===== src/rtl/fll_lock_pkg.sv =====
package fll_lock_pkg;

   typedef enum logic {
      LK_HUNT = 1'b0,
      LK_HELD = 1'b1
   } lock_state_e;

   function automatic logic win_hit(input int val, input int lo, input int hi);
      return (val >= lo) && (val <= hi);
   endfunction

endpackage


===== src/rtl/fll_cycle_sync.sv =====
module fll_cycle_sync #(
   parameter int STAGES = 2
) (
   input  logic clk,
   input  logic rst_n,
   input  logic ref_tgl_i,
   output logic bnd_o
);

   generate
      if (STAGES < 2) begin : g_bad_stages
         $error("fll_cycle_sync: STAGES must be at least 2");
      end
   endgenerate

   logic [STAGES-1:0] chain_q;
   logic              dly_q;

   genvar gi;
   generate
      for (gi = 0; gi < STAGES; gi++) begin : g_stage
         if (gi == 0) begin : g_first
            always_ff @(posedge clk or negedge rst_n) begin
               if (!rst_n) chain_q[gi] <= 1'b0;
               else        chain_q[gi] <= ref_tgl_i;
            end
         end else begin : g_next
            always_ff @(posedge clk or negedge rst_n) begin
               if (!rst_n) chain_q[gi] <= 1'b0;
               else        chain_q[gi] <= chain_q[gi-1];
            end
         end
      end
   endgenerate

   always_ff @(posedge clk or negedge rst_n) begin
      if (!rst_n) dly_q <= 1'b0;
      else        dly_q <= chain_q[STAGES-1];
   end

   assign bnd_o = chain_q[STAGES-1] ^ dly_q;

endmodule


===== src/rtl/fll_pulse_counter.sv =====
module fll_pulse_counter #(
   parameter int CNT_W    = 8,
   parameter bit SATURATE = 1'b1,
   localparam int EW      = CNT_W + 1
) (
   input  logic             clk,
   input  logic             rst_n,
   input  logic             off_i,
   input  logic             bnd_i,
   input  logic [CNT_W-1:0] target_i,
   output logic [EW-1:0]    err_o,
   output logic             vld_o
);

   generate
      if (CNT_W < 3) begin : g_bad_width
         $error("fll_pulse_counter: CNT_W must be at least 3");
      end
   endgenerate

   logic [CNT_W-1:0] cnt_q;
   logic [CNT_W-1:0] cnt_inc;
   logic             primed_q;
   logic [EW-1:0]    diff;

   generate
      if (SATURATE) begin : g_sat
         assign cnt_inc = (&cnt_q) ? cnt_q : cnt_q + 1'b1;
      end else begin : g_wrap
         assign cnt_inc = cnt_q + 1'b1;
      end
   endgenerate

   assign diff = {1'b0, cnt_q} - {1'b0, target_i};

   always_ff @(posedge clk or negedge rst_n) begin
      if (!rst_n) begin
         cnt_q    <= '0;
         primed_q <= 1'b0;
         err_o    <= '0;
         vld_o    <= 1'b0;
      end else if (off_i) begin
         cnt_q    <= '0;
         primed_q <= 1'b0;
         vld_o    <= 1'b0;
      end else if (bnd_i) begin
         cnt_q    <= {{(CNT_W-1){1'b0}}, 1'b1};
         primed_q <= 1'b1;
         vld_o    <= primed_q;
         if (primed_q) err_o <= diff;
      end else begin
         cnt_q <= cnt_inc;
         vld_o <= 1'b0;
      end
   end

   AST_SAMPLE_AT_BOUNDARY: assert property (@(posedge clk) disable iff (!rst_n)
      vld_o |-> $past(bnd_i)) else $error("sample without boundary");
   AST_NO_SAMPLE_WHILE_OFF: assert property (@(posedge clk) disable iff (!rst_n)
      vld_o |-> !$past(off_i)) else $error("sample during power-down");

endmodule


===== src/rtl/fll_lock_fsm.sv =====
module fll_lock_fsm
   import fll_lock_pkg::*;
#(
   parameter int EW        = 9,
   parameter int LOCK_LO   = -2,
   parameter int LOCK_HI   = 2,
   parameter int UNLOCK_LO = -6,
   parameter int UNLOCK_HI = 6,
   parameter int QUAL_CNT  = 3
) (
   input  logic          clk,
   input  logic          rst_n,
   input  logic          off_i,
   input  logic [EW-1:0] err_i,
   input  logic          vld_i,
   input  logic          stat_rd_i,
   input  logic          flag_wr1_i,
   output logic          locked_o,
   output logic          lol_o,
   output logic          div2_o,
   output logic          acc_en_o,
   output logic          pass_en_o
);

   localparam logic [2:0] QUAL_LAST = 3'(QUAL_CNT - 1);

   generate
      if (QUAL_CNT < 1 || QUAL_CNT > 7) begin : g_bad_qual
         $error("fll_lock_fsm: QUAL_CNT must be 1..7");
      end
      if (UNLOCK_LO > LOCK_LO || UNLOCK_HI < LOCK_HI || LOCK_LO > LOCK_HI) begin : g_bad_win
         $error("fll_lock_fsm: unlock window must enclose lock window");
      end
   endgenerate

   lock_state_e state_q;
   logic [2:0]  qual_q;
   logic        ever_q;
   logic        arm_q;
   logic        lol_q;
   int          err_int;
   logic        in_lock;
   logic        in_unlock;
   logic        live;
   logic        loss_now;
   logic        clr_now;

   assign err_int   = int'($signed(err_i));
   assign in_lock   = win_hit(err_int, LOCK_LO, LOCK_HI);
   assign in_unlock = win_hit(err_int, UNLOCK_LO, UNLOCK_HI);
   assign live      = vld_i && !off_i;
   assign loss_now  = live && (state_q == LK_HELD) && !in_unlock;
   assign clr_now   = flag_wr1_i && arm_q;

   always_ff @(posedge clk or negedge rst_n) begin
      if (!rst_n) begin
         state_q <= LK_HUNT;
         qual_q  <= '0;
         ever_q  <= 1'b0;
      end else if (off_i) begin
         state_q <= LK_HUNT;
         qual_q  <= '0;
         ever_q  <= 1'b0;
      end else if (vld_i) begin
         case (state_q)
            LK_HUNT: begin
               if (!in_lock) begin
                  qual_q <= '0;
               end else if (qual_q == QUAL_LAST) begin
                  qual_q  <= '0;
                  state_q <= LK_HELD;
                  ever_q  <= 1'b1;
               end else begin
                  qual_q <= qual_q + 3'd1;
               end
            end
            LK_HELD: begin
               if (!in_unlock) begin
                  state_q <= LK_HUNT;
                  qual_q  <= '0;
               end
            end
            default: state_q <= LK_HUNT;
         endcase
      end
   end

   always_ff @(posedge clk or negedge rst_n) begin
      if (!rst_n) begin
         lol_q <= 1'b0;
         arm_q <= 1'b0;
      end else begin
         if (loss_now)     lol_q <= 1'b1;
         else if (clr_now) lol_q <= 1'b0;
         if (flag_wr1_i)                arm_q <= stat_rd_i && lol_q;
         else if (stat_rd_i && lol_q)   arm_q <= 1'b1;
      end
   end

   assign locked_o  = (state_q == LK_HELD);
   assign lol_o     = lol_q;
   assign div2_o    = !ever_q;
   assign acc_en_o  = live && (state_q == LK_HELD) && in_unlock;
   assign pass_en_o = live && !((state_q == LK_HELD) && in_unlock);

   AST_LOCK_AFTER_RUN: assert property (@(posedge clk) disable iff (!rst_n)
      $rose(locked_o) |-> $past(vld_i && in_lock)) else $error("lock without in-window sample");
   AST_DROP_HAS_CAUSE: assert property (@(posedge clk) disable iff (!rst_n)
      $fell(locked_o) |-> $past(off_i || (vld_i && !in_unlock))) else $error("lock dropped without cause");
   AST_LOSS_SETS_FLAG: assert property (@(posedge clk) disable iff (!rst_n)
      (locked_o && vld_i && !off_i && !in_unlock) |=> lol_o) else $error("loss not flagged");
   AST_CLEAR_NEEDS_WRITE: assert property (@(posedge clk) disable iff (!rst_n)
      $fell(lol_o) |-> $past(flag_wr1_i)) else $error("flag cleared without write");
   AST_OFF_KEEPS_FLAG: assert property (@(posedge clk) disable iff (!rst_n)
      (off_i && !flag_wr1_i) |=> lol_o == $past(lol_o)) else $error("power-down touched flag");
   AST_DIV_AFTER_LOCK: assert property (@(posedge clk) disable iff (!rst_n)
      locked_o |-> !div2_o) else $error("divide-by-two while locked");

endmodule


===== src/rtl/fll_err_avg.sv =====
module fll_err_avg #(
   parameter int EW       = 9,
   parameter int AVG_LOG2 = 2,
   localparam int SW      = EW + AVG_LOG2
) (
   input  logic          clk,
   input  logic          rst_n,
   input  logic          off_i,
   input  logic [EW-1:0] err_i,
   input  logic          acc_en_i,
   input  logic          pass_en_i,
   output logic          upd_vld_o,
   output logic [EW-1:0] upd_val_o
);

   generate
      if (AVG_LOG2 < 1 || AVG_LOG2 > 4) begin : g_bad_avg
         $error("fll_err_avg: AVG_LOG2 must be 1..4");
      end
   endgenerate

   logic signed [SW-1:0]  sum_q;
   logic signed [SW-1:0]  sum_nxt;
   logic [AVG_LOG2-1:0]   grp_q;
   logic signed [EW-1:0]  err_s;

   assign err_s   = $signed(err_i);
   assign sum_nxt = sum_q + SW'(err_s);

   always_ff @(posedge clk or negedge rst_n) begin
      if (!rst_n) begin
         sum_q     <= '0;
         grp_q     <= '0;
         upd_vld_o <= 1'b0;
         upd_val_o <= '0;
      end else if (off_i) begin
         sum_q     <= '0;
         grp_q     <= '0;
         upd_vld_o <= 1'b0;
      end else if (pass_en_i) begin
         sum_q     <= '0;
         grp_q     <= '0;
         upd_vld_o <= 1'b1;
         upd_val_o <= err_i;
      end else if (acc_en_i) begin
         if (&grp_q) begin
            sum_q     <= '0;
            grp_q     <= '0;
            upd_vld_o <= 1'b1;
            upd_val_o <= EW'(sum_nxt >>> AVG_LOG2);
         end else begin
            sum_q     <= sum_nxt;
            grp_q     <= grp_q + 1'b1;
            upd_vld_o <= 1'b0;
         end
      end else begin
         upd_vld_o <= 1'b0;
      end
   end

   AST_UPD_HAS_SOURCE: assert property (@(posedge clk) disable iff (!rst_n)
      upd_vld_o |-> $past(acc_en_i || pass_en_i)) else $error("update without sample");
   AST_PATHS_EXCLUSIVE: assert property (@(posedge clk) disable iff (!rst_n)
      !(acc_en_i && pass_en_i)) else $error("pass and average together");

endmodule


===== src/rtl/fll_lock_monitor.sv =====
module fll_lock_monitor #(
   parameter int CNT_W       = 8,
   parameter int SYNC_STAGES = 2,
   parameter int LOCK_LO     = -2,
   parameter int LOCK_HI     = 2,
   parameter int UNLOCK_LO   = -6,
   parameter int UNLOCK_HI   = 6,
   parameter int QUAL_CNT    = 3,
   parameter int AVG_LOG2    = 2,
   localparam int EW         = CNT_W + 1
) (
   input  logic             dco_clk,
   input  logic             rst_n,
   input  logic             ref_tgl,
   input  logic             fll_off,
   input  logic [CNT_W-1:0] mult_target,
   input  logic             stat_rd,
   input  logic             flag_wr1,
   output logic             cycle_done,
   output logic [EW-1:0]    count_err,
   output logic             locked,
   output logic             lol_flag,
   output logic             div2_sel,
   output logic             filt_upd,
   output logic [EW-1:0]    filt_err
);

   localparam int ERR_MAX = (1 << CNT_W) - 1;

   generate
      if (UNLOCK_HI > ERR_MAX || UNLOCK_LO < -ERR_MAX) begin : g_bad_range
         $error("fll_lock_monitor: unlock window exceeds error range");
      end
   endgenerate

   logic          bnd;
   logic [EW-1:0] err;
   logic          err_vld;
   logic          acc_en;
   logic          pass_en;

   fll_cycle_sync #(.STAGES(SYNC_STAGES)) u_sync (
      .clk       (dco_clk),
      .rst_n     (rst_n),
      .ref_tgl_i (ref_tgl),
      .bnd_o     (bnd)
   );

   fll_pulse_counter #(.CNT_W(CNT_W), .SATURATE(1'b1)) u_count (
      .clk      (dco_clk),
      .rst_n    (rst_n),
      .off_i    (fll_off),
      .bnd_i    (bnd),
      .target_i (mult_target),
      .err_o    (err),
      .vld_o    (err_vld)
   );

   fll_lock_fsm #(
      .EW(EW), .LOCK_LO(LOCK_LO), .LOCK_HI(LOCK_HI),
      .UNLOCK_LO(UNLOCK_LO), .UNLOCK_HI(UNLOCK_HI), .QUAL_CNT(QUAL_CNT)
   ) u_fsm (
      .clk        (dco_clk),
      .rst_n      (rst_n),
      .off_i      (fll_off),
      .err_i      (err),
      .vld_i      (err_vld),
      .stat_rd_i  (stat_rd),
      .flag_wr1_i (flag_wr1),
      .locked_o   (locked),
      .lol_o      (lol_flag),
      .div2_o     (div2_sel),
      .acc_en_o   (acc_en),
      .pass_en_o  (pass_en)
   );

   fll_err_avg #(.EW(EW), .AVG_LOG2(AVG_LOG2)) u_avg (
      .clk       (dco_clk),
      .rst_n     (rst_n),
      .off_i     (fll_off),
      .err_i     (err),
      .acc_en_i  (acc_en),
      .pass_en_i (pass_en),
      .upd_vld_o (filt_upd),
      .upd_val_o (filt_err)
   );

   assign cycle_done = err_vld;
   assign count_err  = err;

endmodule


===== config.mk =====
export PLATFORM = sky130hd
export DESIGN_NAME = fll_lock_monitor
export DESIGN_NICKNAME = d
export VERILOG_FILES = /design/src/rtl/fll_lock_pkg.sv /design/src/rtl/fll_cycle_sync.sv /design/src/rtl/fll_pulse_counter.sv /design/src/rtl/fll_lock_fsm.sv /design/src/rtl/fll_err_avg.sv /design/src/rtl/fll_lock_monitor.sv
export SDC_FILE = /design/constraint.sdc
export NUM_CORES = 1
export LEC_CHECK = 0
export BUFFER_PORTS_ARGS = -buffer_cell sky130_fd_sc_hd__buf_4
export CAP_MARGIN = 10
export CORE_MARGIN = 8
export CORE_UTILIZATION = 30
export DETAILED_ROUTE_END_ITERATION = 12
export PLACE_DENSITY = 0.45
export SLEW_MARGIN = 20
export SYNTH_ARGS = -nofsm -noshare
export SYNTH_HDL_FRONTEND = slang
export SYNTH_SLANG_ARGS = --single-unit

===== constraint.sdc =====
create_clock -name dco_clk -period 2.85 [get_ports dco_clk]
set_clock_uncertainty 0.15 [all_clocks]
set_input_delay 0.1425 -clock dco_clk [delete_from_list [all_inputs] [get_ports dco_clk]]
set_output_delay 0.1425 -clock dco_clk [all_outputs]
set_load 0.05 [all_outputs]

==> run metrics <==
syn_nets between 300 and 400; Final HPWL DP 5.83 mm; antenna violations before repair 0; average wire per standard cell around 15 um; sequential element share of the synthesized area between 40% and 50%; MaxCap Viol Count 0; Crit. End Element flip-flop; worst skew pair latency around 310 ps; Die H approximately 120 um; Gate Count Post-Synth 333; gpl congestion around 0.82; Core Util, Final around 37%; fraction of layout cells with a size suffix above 1 between 15 and 20%; cts bufs inserted 5; die area 13700 um2; count leader, synth dfrtp_1; CP required around 2900 ps; share of the synthesized area in the top cell type between 40% and 50%; synth warn 0; post-synth cell types between 50 and 60; setup tns final 0 ps; Worst EP arrival 2680 ps; fin worst setup slack approximately 260 ps; Worst Path Max Fanout 13; Least-Margin Pin Slew 694 ps; RSZ-0062 raised after global routing no; number of global-route vias before repair 2543; Nets 414; peak supply drop slightly below 300 uV; Final setup viols 0; Avg Cell Area, Syn roughly 9.2 um2; row cnt 37; htree depth 2; worst hold-check path type in -> reg; first-pass GRT wire length around 13 mm; P per Cell Area roughly 700 nW/um2; top cells by area, synth dfrtp_1, ha_1, nand2_1; starting density of the core 30.3%; Total Wirelength 7.76 mm; Fmax slightly below 400 MHz; synthesized area between 3000 and 4000 um2; post-place instance area roughly 3500 um2; clk root buf clkbuf_8; cell taking the most area after synthesis dfrtp_1; initial DRC count 141; Lkg Pwr ~0.0018 uW; core area about 10000 um2; kind of critical path reg -> reg; top cells by count, synth dfrtp_1, nand2_1, nor2_1; CTS clk-pin slew, worst paths roughly 100 ps; post-route DRC violation count 0; ANT nets after route 0; IO Port Bufs 36; Period minus WS final between 2000 and 3000 ps; top_reg_cell synth dfrtp_1; startpoint type of the worst setup path flip-flop; crit share post-route roughly nine tenths; via/cell ratio a little under 5; worst rel slew slack approximately 54%; clk buf depth 2; area grow syn2layout 21.3%; routed vias 2520; # diodes 0; CTS sink cnt 52; CTS tree yes; Remaining Overflow, GRT 0; Slew Viols, Final 0; post-route cell area approximately 3700 um2; final hold vios 0; I/O Pins 37; drt pass-1 iters 4; #FFs+latches synth 52; largest net degree at the start of global routing between 50 and 60; EDFF count, synth 0; gr usage total around an eighth; Setup WS pre-CTS 239 ps; die width 117 um; async set-reset flop share out of synthesis between 90% and 100%; status complete, no violations
## final timing paths
check                                  startpoint                  to  slack, ps  cells past startpoint
worst max register to register   u_count.err_o[5]  u_avg.upd_val_o[1]        260                      7
max in group asynchronous                   rst_n    u_count.err_o[0]       1790                      2
worst max-delay path             u_count.err_o[5]  u_avg.upd_val_o[1]        260                      7
min in group asynchronous                   rst_n  u_avg.upd_val_o[7]        260                      2
worst min-delay path               mult_target[0]    u_count.err_o[0]         20                      3
worst min register to register  u_sync.chain_q[0]   u_sync.chain_q[1]        210                      0
## per-layer routing
metal	global-route usage, %	share of wire, %	vias up
met3	2.05	3.4	8
met5	0	0	-
met2	21.2	49	37
met1	15.1	47	1203
met4	3.07	0.94	0
li1	-	-	1272
## final cells by class
type	instances	area, um2
clock buffers	5	68.8
clock inverters	3	90.1
fillers	1054	6410
inverters	21	78.8
multi-input cells	252	1660
flip-flops and latches	52	1300
well taps	136	170
repair buffers	46	358
## registers in the layout, indices dropped and copies added, names as in the netlist, 2 cells and up
register         cells
u_avg.upd_val_o      9
u_sync.chain_q       2
u_avg.grp_q          2
u_avg.sum_q         11
u_count.cnt_q        8
u_count.err_o        9
u_fsm.qual_q         3
## power by group
group          internal [uW]  switching, uW  total (uW)
Sequential               839            112         951
Clock                    439            270         709
Combinational            315            621         936
Total                   1590           1000        2600
## logic make-up after synthesis
group	Yosys count	share of synthesized area, %
buffers and inverters	29	3.66
multiplexers	2	0.692
AND/OR/NAND/NOR	118	18.8
flip-flops	52	42.3
AO/OA/AOI/OAI	91	19.2
XOR/XNOR	19	5.86
adder cells (fa/ha/maj)	22	9.44
## per-stage QoR
stage	hold slack [ps]	total power, uW	cells
after floorplan	-303	1580	333
after global placement	93.6	1900	502
after detailed placement	101	1910	502
after CTS	12.5	2640	515
after global routing	22.5	2740	515
final	16.2	2600	515
## placed cells by master (no fill, tap or decap), types with 3 or more instances in the layout
cell / instances
dfrtp_1: 51
buf_4: 41
nand2_1: 40
nor2_1: 27
o21ai_0: 26
inv_1: 21
ha_1: 20
a21oi_1: 15
xnor2_1: 13
a31oi_1: 9
nand3_1: 9
o21a_1: 7
nor3_1: 6
a22o_1: 6
and3_1: 5
nand2b_1: 5
xor2_1: 5
clkbuf_8: 5
dlygate4sd3_1: 5
nor2b_1: 4
nand4_1: 4
a21o_1: 4
nor4_1: 3
o211ai_1: 3
bufinv_16: 3
## what timing repair did
| item | in CTS | in global routing |
|---|---|---|
| resized for setup | 0 | 1 |
| hold buffers | 5 | 0 |
| hold endpoints to repair | 58 | 0 |
| endpoints found under the setup margin | 0 | 1 |
| setup buffers | 0 | 0 |
## critical path, cell delays in order (launching register included)
cell	delay, ps
dfrtp_1	450
or4_4	570
nor4_1	340
o21ai_1	170
nand2_1	430
buf_4	220
nor2_1	40
a31oi_1	150
Power figures use the tool's default switching activity.
